$ cat src/rtl/dfg_pkg.sv
package dfg_pkg;
  typedef enum logic [1:0] {
    ST_IDLE  = 2'd0,
    ST_ARM   = 2'd1,
    ST_RUN   = 2'd2,
    ST_DRAIN = 2'd3
  } seq_state_t;
endpackage

$ cat src/rtl/dfg_tick_ctr.sv
module dfg_tick_ctr #(
  parameter int DIV = 8
) (
  input  logic clk,
  input  logic rst_n,
  output logic wrap_o,
  output logic fund_o,
  output logic harm_o
);
  localparam int CW = $clog2(DIV);
  localparam logic [CW-1:0] LAST_C = CW'(DIV - 1);
  localparam logic [CW-1:0] HALF_C = CW'(DIV / 2);
  localparam logic [CW-1:0] QTR_C  = CW'(DIV / 4);

  logic [CW-1:0] tick_q;
  logic [CW-1:0] tick_nxt;

  always_comb begin
    wrap_o   = (tick_q == LAST_C);
    tick_nxt = wrap_o ? '0 : tick_q + 1'b1;
    fund_o   = (tick_q < HALF_C);
    harm_o   = ((tick_q % HALF_C) < QTR_C);
  end

  always_ff @(posedge clk or negedge rst_n) begin
    if (!rst_n) tick_q <= '0;
    else        tick_q <= tick_nxt;
  end
endmodule

$ cat src/rtl/dfg_burst_seq.sv
module dfg_burst_seq
  import dfg_pkg::*;
#(
  parameter int CYCLES = 150,
  parameter int DRAIN  = 3
) (
  input  logic clk,
  input  logic rst_n,
  input  logic start_i,
  input  logic wrap_i,
  output logic run_o,
  output logic busy_o,
  output logic done_o,
  output logic capture_o
);
  localparam int NCW = $clog2(CYCLES) + 1;
  localparam int DCW = $clog2(DRAIN) + 1;
  localparam logic [NCW-1:0] NLAST_C = NCW'(CYCLES - 1);
  localparam logic [DCW-1:0] DLAST_C = DCW'(DRAIN - 1);

  seq_state_t     state_q, state_nxt;
  logic [NCW-1:0] ncyc_q, ncyc_nxt;
  logic [DCW-1:0] dcnt_q, dcnt_nxt;
  logic           done_q, done_nxt;

  always_comb begin
    state_nxt = state_q;
    ncyc_nxt  = ncyc_q;
    dcnt_nxt  = dcnt_q;
    done_nxt  = 1'b0;
    capture_o = 1'b0;
    unique case (state_q)
      ST_IDLE: begin
        if (start_i) begin
          state_nxt = ST_ARM;
          capture_o = 1'b1;
        end
      end
      ST_ARM: begin
        if (wrap_i) begin
          state_nxt = ST_RUN;
          ncyc_nxt  = '0;
        end
      end
      ST_RUN: begin
        if (wrap_i) begin
          if (ncyc_q == NLAST_C) begin
            state_nxt = ST_DRAIN;
            ncyc_nxt  = '0;
            dcnt_nxt  = '0;
          end else begin
            ncyc_nxt = ncyc_q + 1'b1;
          end
        end
      end
      ST_DRAIN: begin
        if (dcnt_q == DLAST_C) begin
          state_nxt = ST_IDLE;
          done_nxt  = 1'b1;
        end else begin
          dcnt_nxt = dcnt_q + 1'b1;
        end
      end
      default: state_nxt = ST_IDLE;
    endcase
  end

  always_ff @(posedge clk or negedge rst_n) begin
    if (!rst_n) begin
      state_q <= ST_IDLE;
      ncyc_q  <= '0;
      dcnt_q  <= '0;
      done_q  <= 1'b0;
    end else begin
      state_q <= state_nxt;
      ncyc_q  <= ncyc_nxt;
      dcnt_q  <= dcnt_nxt;
      done_q  <= done_nxt;
    end
  end

  assign run_o  = (state_q == ST_RUN);
  assign busy_o = (state_q != ST_IDLE);
  assign done_o = done_q;
endmodule

$ cat src/rtl/dfg_delay_line.sv
module dfg_delay_line #(
  parameter int STEP = 1,
  parameter int PW   = 2
) (
  input  logic          clk,
  input  logic          rst_n,
  input  logic          d_i,
  input  logic [PW-1:0] sel_i,
  output logic          q_o
);
  localparam int TAPS = 1 << PW;
  localparam int LEN  = (TAPS - 1) * STEP;

  logic [LEN-1:0] sr_q;
  logic           tap [TAPS];

  for (genvar i = 0; i < LEN; i++) begin : g_stage
    if (i == 0) begin : g_head
      always_ff @(posedge clk or negedge rst_n) begin
        if (!rst_n) sr_q[i] <= 1'b0;
        else        sr_q[i] <= d_i;
      end
    end else begin : g_body
      always_ff @(posedge clk or negedge rst_n) begin
        if (!rst_n) sr_q[i] <= 1'b0;
        else        sr_q[i] <= sr_q[i-1];
      end
    end
  end

  assign tap[0] = d_i;
  for (genvar k = 1; k < TAPS; k++) begin : g_tap
    assign tap[k] = sr_q[k*STEP-1];
  end

  assign q_o = tap[sel_i];
endmodule

$ cat src/rtl/dual_tone_burst_gen.sv
module dual_tone_burst_gen #(
  parameter int DIV    = 8,
  parameter int CYCLES = 150
) (
  input  logic       clk,
  input  logic       rst_n,
  input  logic       start,
  input  logic [1:0] phase_code,
  output logic       busy,
  output logic       done,
  output logic       drv_1f,
  output logic       drv_2f,
  output logic       burst_gate
);
  localparam int PW    = 2;
  localparam int STEP  = DIV / 8;
  localparam int DRAIN = ((1 << PW) - 1) * STEP;

  logic          wrap, fund, harm;
  logic          run, capture;
  logic [PW-1:0] code_q;
  logic          harm_gated;

  dfg_tick_ctr #(.DIV(DIV)) u_tick (
    .clk   (clk),
    .rst_n (rst_n),
    .wrap_o(wrap),
    .fund_o(fund),
    .harm_o(harm)
  );

  dfg_burst_seq #(.CYCLES(CYCLES), .DRAIN(DRAIN)) u_seq (
    .clk      (clk),
    .rst_n    (rst_n),
    .start_i  (start),
    .wrap_i   (wrap),
    .run_o    (run),
    .busy_o   (busy),
    .done_o   (done),
    .capture_o(capture)
  );

  always_ff @(posedge clk or negedge rst_n) begin
    if (!rst_n)       code_q <= '0;
    else if (capture) code_q <= phase_code;
  end

  assign harm_gated = run & harm;

  dfg_delay_line #(.STEP(STEP), .PW(PW)) u_dly (
    .clk  (clk),
    .rst_n(rst_n),
    .d_i  (harm_gated),
    .sel_i(code_q),
    .q_o  (drv_2f)
  );

  assign drv_1f     = run & fund;
  assign burst_gate = run;
endmodule

$ cat config.mk
export PLATFORM = sky130hd
export DESIGN_NAME = dual_tone_burst_gen
export DESIGN_NICKNAME = d
export VERILOG_FILES = /design/src/rtl/dfg_pkg.sv /design/src/rtl/dfg_tick_ctr.sv /design/src/rtl/dfg_burst_seq.sv /design/src/rtl/dfg_delay_line.sv /design/src/rtl/dual_tone_burst_gen.sv
export SDC_FILE = /design/constraint.sdc
export NUM_CORES = 1
export LEC_CHECK = 0
export BUFFER_PORTS_ARGS = -buffer_cell sky130_fd_sc_hd__buf_2
export CORE_MARGIN = 2
export CORE_UTILIZATION = 41
export DETAILED_ROUTE_END_ITERATION = 10
export GPL_TIMING_DRIVEN = 0
export SKIP_LAST_GASP = 1
export SYNTH_ARGS = -nofsm -noshare
export SYNTH_HDL_FRONTEND = slang
export SYNTH_SLANG_ARGS = --single-unit
$ cat constraint.sdc
create_clock -name clk -period 1.5 [get_ports clk]
set_input_delay 0.3 -clock clk [delete_from_list [all_inputs] [get_ports clk]]
set_output_delay 0.3 -clock clk [all_outputs]
set_load 0.01 [all_outputs]
Word-level counts from Yosys, hierarchy flattened:

Index checks and enable logic that the tools add are counted.

* register bits after elaboration: 23
* latch bits: 0
* memory bits (read-only): 0
* bits in writable memories: 0
* output and inout port bits: 5
* memories kept: 0
* logic and storage cells: 59
* bits of input ports: 5

* $add $sub $neg: 3
* bitwise logic cells: 3
* reductions and logical operators: 7
* multiply operators: 0
* divide/modulo/power cells: 0
* shift-type cells: 0
* equality and inequality tests: 12
* mux-type cells: 22
* $lt $le $gt $ge: 3

Operator list (number)
* $mux 9: 3
* $pmux 9 s2: 1
* $mux 3: 4
* $mux 2: 5
* $add 9x1->9 const B: 1
* $eq 9x8->1 const B: 1
* $ne 2x1->1 const B: 4
* $pmux 2 s4: 1
* $add 3x1->3 const B: 2
* $mux 1: 6
* $pmux 3 s2: 1
* $reduce_bool 2->1: 3
* $reduce_and 5->1: 1
* $eq 2x2->1 const B: 2
* $ne 2x2->1 const B: 2
* $reduce_and 4->1: 1
* $eq 3x2->1 const B: 1
* $eq 3x3->1 const B: 1
* $ge 3x3->1 const B: 1
* $lt 3x3->1 const B: 1
* $not 2->3: 1
* $reduce_and 3->1: 1
* $and 1x1->1: 2
* $bmux 1 s2: 1
* other kinds (3): 3

Longest topological paths before layout:

Gate-level depths: netlist of run 1.

* word-level depth: 5
* gate-level depth with buffers: 7

Modules after synthesis:

A second synthesis of run 1 with hierarchy kept.

* cells, all modules: 110
* area, all modules: 1201.2 um^2

Modules (own cells, without submodules)
* dfg_burst_seq: cells an instance 92, seq. area each 375.4 um^2, times used 1, area an instance 907.1 um^2
* dfg_tick_ctr: cells an instance 8, seq. area each 75.1 um^2, times used 1, area an instance 111.4 um^2
* dfg_delay_line: cells an instance 4, seq. area each 75.1 um^2, times used 1, area an instance 97.6 um^2
* dual_tone_burst_gen: cells an instance 6, seq. area each 50.0 um^2, times used 1, area an instance 85.1 um^2

Worst setup path before layout of run 1:

No wires, ideal clock.

* path kind: reg-to-output
* from: register u_seq.state_q[0]
* to: output port drv_2f
* data required time: 1200 ps
* path slack: -296 ps
* arrival time: 1496 ps
* cell stages (with the launch flop): 7
* cells stage by stage: dfrtp_1 inv_1 ha_1 buf_2 inv_2 nor2_1 mux4_2

* longest elaborated chain between the ends: 5

RTL lines
* start: declaration: RTL line dfg_burst_seq.sv:21 `seq_state_t state_q, state_nxt;`
* start signal: assignment: RTL line dfg_burst_seq.sv:75 `state_q <= state_nxt;`
* $eq 2x2->1: RTL line dfg_burst_seq.sv:82 `assign run_o = (state_q == ST_RUN);`
* named net burst_gate: RTL line dual_tone_burst_gen.sv:13 `output logic burst_gate`
* $and 1x1->1: RTL line dual_tone_burst_gen.sv:48 `assign harm_gated = run & harm;`
* named net harm_gated: RTL line dual_tone_burst_gen.sv:22 `logic harm_gated;`
* $bmux 1 s2: RTL line dfg_delay_line.sv:36 `assign q_o = tap[sel_i];`
* $mux 1 (implied by the code) (2 in a row): RTL line dfg_delay_line.sv:36
* end: declaration: RTL line dual_tone_burst_gen.sv:12 `output logic drv_2f,`

The timed path passes the listed nets, and every way through them passes these cells. The select of a mux whose other input is x is not followed.

Worst setup path in the final report of run 1:

* from: register u_seq.state_q[1]
* to: output port drv_2f

* longest elaborated chain between the ends: 5

RTL lines (RTL line)
* $eq 2x2->1: dfg_burst_seq.sv:82
* $and 1x1->1: dual_tone_burst_gen.sv:48
* named net harm_gated: dual_tone_burst_gen.sv:22
* $bmux 1 s2: dfg_delay_line.sv:36
* $mux 1 (implied by the code) (2 in a row): dfg_delay_line.sv:36

The timed path passes the listed nets, and every way through them passes these cells. The select of a mux whose other input is x is not followed.

==> results.toml, run 1 <==
[status]
outcome = "finished with violations"
failed_checks = "negative setup slack"

[global_route]
track_usage = 0.172
grt-ovfl-total = 0
antenna_found_initial = 0
grt_max_degree = 24
grt_pass1_wl_mm = 4.54
grt_pass1_vias = 984

[place]
gp_congestion = 0.853
placed_cell_area_mm2 = 0.00139
place_ws_ps = -301
placement.io_buffers = 9
dp_hpwl_mm = 1.81

[cells_and_area]
n_antenna_cell = 0
area_delta_synth_final_pct = 43.8
fin_area_mm2 = 0.00184
nets = 177
drive_gt1_frac = 0.463
final_cell_mix = "dfrtp_1, buf_4, o21ai_1"
final_common_cell = "dfrtp_1"
fillers = 248

[yosys]
synth-seq-cells = 23
synth_cell_types = 40
yosysSeqAreaShare = 0.451
synth-main-ff-cell = "dfrtp_1"
synth_xor_area_frac = 0
synth_top_family_by_area = "simple AND/OR/NAND/NOR gates"
yosysWarnings = 0
avgSynthCellArea_um2 = 10.4
async_reset_ff_frac = 1.00
synthAdderAreaFrac = 0.108
synth_edf_count = 0
synth_nets = 139
synth-compound-area-share = 0.172
syn_area_mm2 = 0.00128
netlist_instances = 123
synth_mux_area_frac = 0.0470
yosys.area_share.simple = 0.183

[setup_path]
worst_ep_arrival_time_ps = 1750
cp_max_fo = 3
endpoint_kind = "primary output"
worst_setup_path_start_kind = "register"
crit_type = "reg2out"
crit_required_ps = 1200

[power_and_ir_drop]
p_per_area_mw_per_mm2 = 1650
vdd_drop_max_uv = 923
leakage_nw = 0.774

[drt]
first_iter_violations = 28
firstDrtPassIters = 4
vias = 1086
via_per_inst = 5.63
routed_wl_mm = 3.17
detail-route-antenna-nets = 0
wl_per_cell_um = 16.4
drc = 0

[sta]
final_hold_viol_count = 0
setup_viol = 19
drv_slew = 0
max_freq_mhz = 487
relSlewSlack = 0.650
fin_ws_ps = -554
finClkSkew_ps = 5.95
period_needed_ps = 2050
worst_pin_slew_ps = 525
rsz0062_at_grt = "true"
finalCritPeriodShare = 1.37

[floorplanning]
ios = 10
die_h_um = 59.8
num_rows = 20
core_area_mm2 = 0.00300
die_w_um = 59.8
start_util = 0.425
fp.dieArea_mm2 = 0.00358

[worst_hold_path]
min_path_type = "in2reg"

[cts]
cts_tree = "built"
clkLatencyLatePin_ps = 320
numCtsBuffers = 3
clk_pin_slew_ps = 120
clockRootBuffer = "clkbuf_4"
cts_max_level = 1
clock-sinks = 23
clk_path_buf_depth = 2

[run]
maxCapViolCount = 0
==> power breakdown <==
part,internal (W),switching (W)
clock network,0.0000999,0.000192
registers,0.000757,0.000131
logic,0.00102,0.000835
==> worst max-delay path, stage by stage, from the launching register on <==
cell	delay, ps
dfrtp_2	460
ha_4	180
buf_8	120
inv_8	50
nor2_2	30
mux4_2	460
buf_6	140
==> repair_timing <==
item	in CTS	in global routing
setup endpoints to repair	14	16
hold endpoints to repair	23	0
pin swaps	5	12
resized for setup	20	31
hold buffers	1	0
cloned	0	0
buffers inserted	11	12
==> logic make-up (layout without fill, tap and decap cells) <==
logic type,after synthesis,after routing
AO/OA/AOI/OAI,33,33
adder cells (fa/ha/maj),11,11
buffers and inverters,13,50
flip-flops,23,23
multiplexers,4,4
AND/OR/NAND/NOR,39,39
==> cell type report <==
cell class,instances,area (um^2),area share
plain buffers,1,15.0,0.00817
clock buffers,3,22.5,0.0123
clock inverters,1,5.00,0.00272
inverters,12,60.1,0.0327
multi-input cells,87,852,0.464
flip-flops and latches,23,578,0.315
well taps,33,41.3,0.0225
repair buffers,33,263,0.143
==> layer usage <==
metal / GRT usage / wire (um)
met1: 0.223 / 1390
met2: 0.278 / 1620
met3: 0.0346 / 96
met4: 0.0730 / 68
met5: 0 / 0
==> metrics by stage <==
stage,TNS [ps],total power (W),std cells,util,hold WS (ps)
global route,-4620,0.00323,193,0.612,198
global placement,-1040,0.00182,165,0.463,303
detailed placement,-1360,0.00186,165,0.463,312
finish,-3630,0.00304,193,0.612,210
CTS,-1900,0.00256,181,0.534,202
floorplan,-221,0.00161,123,-,4.41
==> flip-flops by register name, indices dropped and copies added (netlist names) <==
signal         flops
code_q             2
u_dly.sr_q         3
u_seq.state_q      2
u_tick.tick_q      3
u_seq.done_o       1
u_seq.ncyc_q       9
u_seq.dcnt_q       3
==> cell usage after synthesis (all sizes together), types with 3 or more instances <==
cell | count | share of area
ha | 11 | 0.11
nor2 | 8 | 0.024
dfrtp | 23 | 0.45
inv | 12 | 0.035
or3 | 4 | 0.020
o21ai | 14 | 0.058
mux2 | 3 | 0.029
a21oi | 4 | 0.019
nand2 | 6 | 0.018
nand3 | 6 | 0.024
==> final timing paths <==
| check | cells after the start | to | startpoint | slack, ps |
|---|---|---|---|---|
| setup reg to reg | 8 | u_seq.state_q[1] | u_seq.state_q[1] | -430 |
| hold / removal | 2 | code_q[0] | phase_code[0] | 210 |
| hold reg to reg | 0 | u_dly.sr_q[1] | u_dly.sr_q[0] | 400 |
| setup / recovery | 6 | drv_2f | u_seq.state_q[1] | -550 |
| min in group asynchronous | 2 | u_seq.ncyc_q[4] | rst_n | 470 |
| max in group asynchronous | 2 | u_seq.state_q[1] | rst_n | 640 |
No activity file was read; power rests on OpenSTA's default activity.
==> inputs of run 2 (changes only) <==
- CORE_ASPECT_RATIO: not set -> 1.25
==> results.toml, run 2 (synthesized netlist as in run 1, its figures left out) <==
[sta]
finClkSkew_ps = 15.2
setup_viol = 20
worst_pin_slew_ps = 518
finalCritPeriodShare = 1.36
max_freq_mhz = 489
rsz0062_at_grt = "true"
fin_ws_ps = -546
finalSetupTns_ps = -3890
relSlewSlack = 0.654
period_needed_ps = 2050
final_hold_viol_count = 0
drv_slew = 0

[setup_path]
crit_required_ps = 1200
cp_max_fo = 2
path_cells = "ha_4 > buf_8 > clkinv_4 > nor2_2 > mux4_2 > buf_6"
cp_slowest_stage_delay_ps = 460
worst_setup_path_start_kind = "register"
worst_ep_arrival_time_ps = 1750
crit_type = "reg2out"
crit_path_top_delay_cell = "dfrtp_2"
endpoint_kind = "primary output"

[run]
maxCapViolCount = 0

[cts]
cts_tree = "built"
clock-sinks = 23
clkLatencyLatePin_ps = 330
numCtsBuffers = 3
clk_pin_slew_ps = 150
cts_max_level = 1
clk_path_buf_depth = 2
clockRootBuffer = "clkbuf_4"

[global_route]
track_usage = 0.199
grt-ovfl-total = 0
grt_max_degree = 24
grt_pass1_wl_mm = 5.20
antenna_found_initial = 0
grt_pass1_vias = 1117

[place]
placement.io_buffers = 9
place_ws_ps = -292
gp_congestion = 0.816
dp_hpwl_mm = 1.93

[drt]
wl_per_cell_um = 16.3
via_per_inst = 5.68
detail-route-antenna-nets = 0
first_iter_violations = 13
firstDrtPassIters = 4
routed_wl_mm = 3.27
vias = 1142
drc = 0

[power_and_ir_drop]
p_sw_frac = 0.377
vdd_drop_max_uv = 1190
sequentialPowerShare = 0.269
combPwrFrac = 0.637
p_int_w = 0.00205
p_per_area_mw_per_mm2 = 1710
pwr-share-clk = 0.094
leakage_nw = 0.827
p_total_w = 0.00329
power_switching_w = 0.00124

[floorplanning]
start_util = 0.434
core_area_mm2 = 0.00295
fp.dieArea_mm2 = 0.00358
ios = 10
die_w_um = 53.9
die_h_um = 66.4
num_rows = 22

[status]
failed_checks = "negative setup slack"
outcome = "finished with violations"

[cells_and_area]
n_antenna_cell = 0
drive_gt1_frac = 0.515
largest_reg_flops = 9
regMostFlops = "u_seq.ncyc_q"
final_cell_mix = "buf_4, dfrtp_1, o21ai_1, buf_6, inv_1"
final_common_cell = "buf_4"
area_delta_synth_final_pct = 50.6
nets = 182

[worst_hold_path]
min_path_type = "in2reg"
-- run 2: cell types whose count changed in the layout (fill, tap and decap cells not counted), sizes merged --
cell	change
buf	+5
clkinv	+1
inv	-1
-- run 2: power by group through the flow --
| stage | combinational [W] | clock [W] | sequential [W] |
|---|---|---|---|
| 6_report | 0.00210 | 0.000309 | 0.000884 |
| 2_1_floorplan | 0.000745 | 0 | 0.000867 |
| 3_3_place_gp | 0.000923 | 0 | 0.000887 |
| 5_1_grt | 0.00225 | 0.000350 | 0.000901 |
| 3_5_place_dp | 0.000968 | 0 | 0.000900 |
| 4_1_cts | 0.00167 | 0.000315 | 0.000877 |
-- run 2: repair_timing --
item | in CTS | in global routing
pin swaps | 5 | 14
setup buffers | 19 | 14
hold buffers | 1 | 0
setup endpoints to repair | 16 | 20
resized for setup | 35 | 31
endpoints found under the hold margin | 23 | 0
-- run 2: layout make-up --
type	instances	area [um^2]
well taps	36	45.0
clock inverters	1	5.00
flip-flops and latches	23	578
plain buffers	1	15.0
fillers	225	1020
clock buffers	3	22.5
inverters	12	60.1
repair buffers	38	310
multi-input cells	87	888
-- run 2: critical path: cells and delay by family (launching register included) --
kind / cells / cell delay (ps)
DFF: 1 / 460
buffers and inverters: 3 / 290
muxes: 1 / 450
and+or+nand+nor: 1 / 30
adders and majority gates: 1 / 170
-- run 2: layer usage --
metal  share of wire  vias up  global-route usage  wire length, um
met5               0        -                   0                0
met2            0.52       27               0.352             1690
met3           0.025       10              0.0204               83
met4           0.027        0              0.0577               87
met1            0.43      571               0.247             1410
li1                -      534                   -                -
-- run 2: per-stage QoR --
| step | area [um^2] | hold WS, ps | std cells | utilization |
|---|---|---|---|---|
| 6_report | 1920 | 209 | 201 | 0.653 |
| 5_1_grt | 1920 | 196 | 201 | 0.653 |
| 4_1_cts | 1740 | 204 | 192 | 0.592 |
| 3_5_place_dp | 1390 | 309 | 168 | 0.473 |
| 3_3_place_gp | 1390 | 301 | 168 | 0.473 |
| 2_1_floorplan | 1300 | 4.41 | 123 | - |
-- run 2: path summary, 6_finish.rpt --
kind	from	slack [ps]	depth (start not counted)	end
worst min-delay path	phase_code[1]	210	2	code_q[1]
worst min register to register	u_dly.sr_q[0]	380	0	u_dly.sr_q[1]
max in group asynchronous	rst_n	680	2	u_seq.dcnt_q[0]
worst max register to register	u_seq.state_q[1]	-320	9	u_seq.ncyc_q[7]
min in group asynchronous	rst_n	450	2	u_seq.state_q[1]
worst max-delay path	u_seq.state_q[1]	-550	6	drv_2f
==> inputs of run 3 (changes only) <==
- SKIP_CTS_REPAIR_TIMING: not set -> 1
==> results.toml, run 3 (synthesized netlist as in run 1, its figures left out) <==
[worst_hold_path]
min_path_type = "in2reg"

[cells_and_area]
drive_gt1_frac = 0.430
final_cell_mix = "dfrtp_1, buf_4, inv_1, o21ai_1, buf_2"
final_common_cell = "dfrtp_1"
regMostFlops = "u_seq.ncyc_q"
nets = 168
largest_reg_flops = 9
area_delta_synth_final_pct = 35.6
fin_area_mm2 = 0.00173
n_antenna_cell = 0
final-instance-count-excl-fill = 187

[drt]
met1Wirelength_mm = 1.24
wl_per_cell_um = 15.3
firstDrtPassIters = 4
detail-route-antenna-nets = 0
routed_wl_mm = 2.87
wl_met3_um = 50
via_per_inst = 5.53
drc = 0
topRoutingLayerUsed = "met4"
dr_wl_met2_mm = 1.54
first_iter_violations = 26
vias = 1034

[global_route]
grt_pass1_vias = 996
antenna_found_initial = 0
grt_max_degree = 24
grt_pass1_wl_mm = 4.56
track_usage = 0.174
grt-ovfl-total = 0

[setup_path]
endpoint_kind = "primary output"
crit_type = "reg2out"
worst_ep_arrival_time_ps = 1820
worst_setup_path_start_kind = "register"
cp_max_fo = 6
crit_required_ps = 1200

[power_and_ir_drop]
leakage_nw = 0.730
power_switching_w = 0.00105
combPwrFrac = 0.556
p_sw_frac = 0.390
pwr-share-clk = 0.111
p_per_area_mw_per_mm2 = 1560
sequentialPowerShare = 0.333
p_int_w = 0.00164
vdd_drop_max_uv = 921

[sta]
period_needed_ps = 2120
rsz0062_at_grt = "true"
fin_ws_ps = -616
finalCritPeriodShare = 1.41
final_hold_viol_count = 0
max_freq_mhz = 472
finalSetupTns_ps = -2930
drv_slew = 0
setup_viol = 15
finClkSkew_ps = 5.67
worst_pin_slew_ps = 521
relSlewSlack = 0.653

[cts]
clock-sinks = 23
clk_pin_slew_ps = 130
cts_max_level = 1
clkLatencyLatePin_ps = 320
numCtsBuffers = 3
clockRootBuffer = "clkbuf_4"
clk_path_buf_depth = 2
cts_tree = "built"

[run]
maxCapViolCount = 0

[floorplanning]
fp.dieArea_mm2 = 0.00358
ios = 10
core_area_mm2 = 0.00295
die_w_um = 53.9
die_h_um = 66.4
start_util = 0.434
num_rows = 22

[place]
place_ws_ps = -292
placement.io_buffers = 9
dp.cells = 168
gp_congestion = 0.816
dp_hpwl_mm = 1.93
placed_cell_area_mm2 = 0.00139

[status]
outcome = "finished with violations"
failed_checks = "negative setup slack"
==> run 3: cell type report <==
class | count | area, um^2
Buffer | 1 | 15.0
Clock buffer | 3 | 22.5
Clock inverter | 1 | 5.00
Fill cell | 249 | 1210
Inverter | 12 | 55.1
Multi-Input combinational cell | 87 | 828
Sequential cell | 23 | 577
Tap cell | 36 | 45.0
Timing Repair Buffer | 24 | 184
==> run 3: path summary, 6_finish.rpt <==
kind                                  start               end  slack (ps)  cells past startpoint
max in group asynchronous             rst_n  u_seq.state_q[0]         670                      2
hold / removal                phase_code[1]         code_q[1]         210                      2
min in group asynchronous             rst_n      u_seq.done_o         460                      2
setup / recovery           u_seq.state_q[0]            drv_2f        -620                      7
hold reg to reg               u_dly.sr_q[0]     u_dly.sr_q[1]         380                      0
setup reg to reg           u_seq.state_q[0]  u_seq.state_q[1]        -350                      9
==> run 3: metrics by stage <==
| stage | total power [W] | util | hold WS, ps |
|---|---|---|---|
| finish | 0.00269 | 0.588 | 214 |
| global route | 0.00289 | 0.588 | 198 |
| CTS | 0.00217 | 0.483 | -55.4 |
| detailed placement | 0.00187 | 0.473 | 309 |
| global placement | 0.00181 | 0.473 | 301 |
| floorplan | 0.00161 | - | 4.41 |
==> run 3: critical path, cell delays in order (launching register included) <==
cell	delay, ps
dfrtp_2	450
inv_2	70
ha_4	170
buf_8	130
inv_8	60
nor2_4	30
mux4_2	460
buf_6	130
==> run 3: power by group through the flow <==
stage,Clock [W],Combinational [W],Sequential [W]
floorplan,0,0.000745,0.000867
global placement,0,0.000923,0.000887
detailed placement,0,0.000968,0.000900
CTS,0.000315,0.000973,0.000886
global route,0.000340,0.00163,0.000918
finish,0.000299,0.00150,0.000896
==> run 3: per-layer routing <==
| metal | GRT usage | up-vias |
|---|---|---|
| met5 | 0 | - |
| met4 | 0.0577 | 0 |
| met3 | 0.0204 | 5 |
| met2 | 0.302 | 12 |
| met1 | 0.216 | 512 |
| li1 | - | 505 |
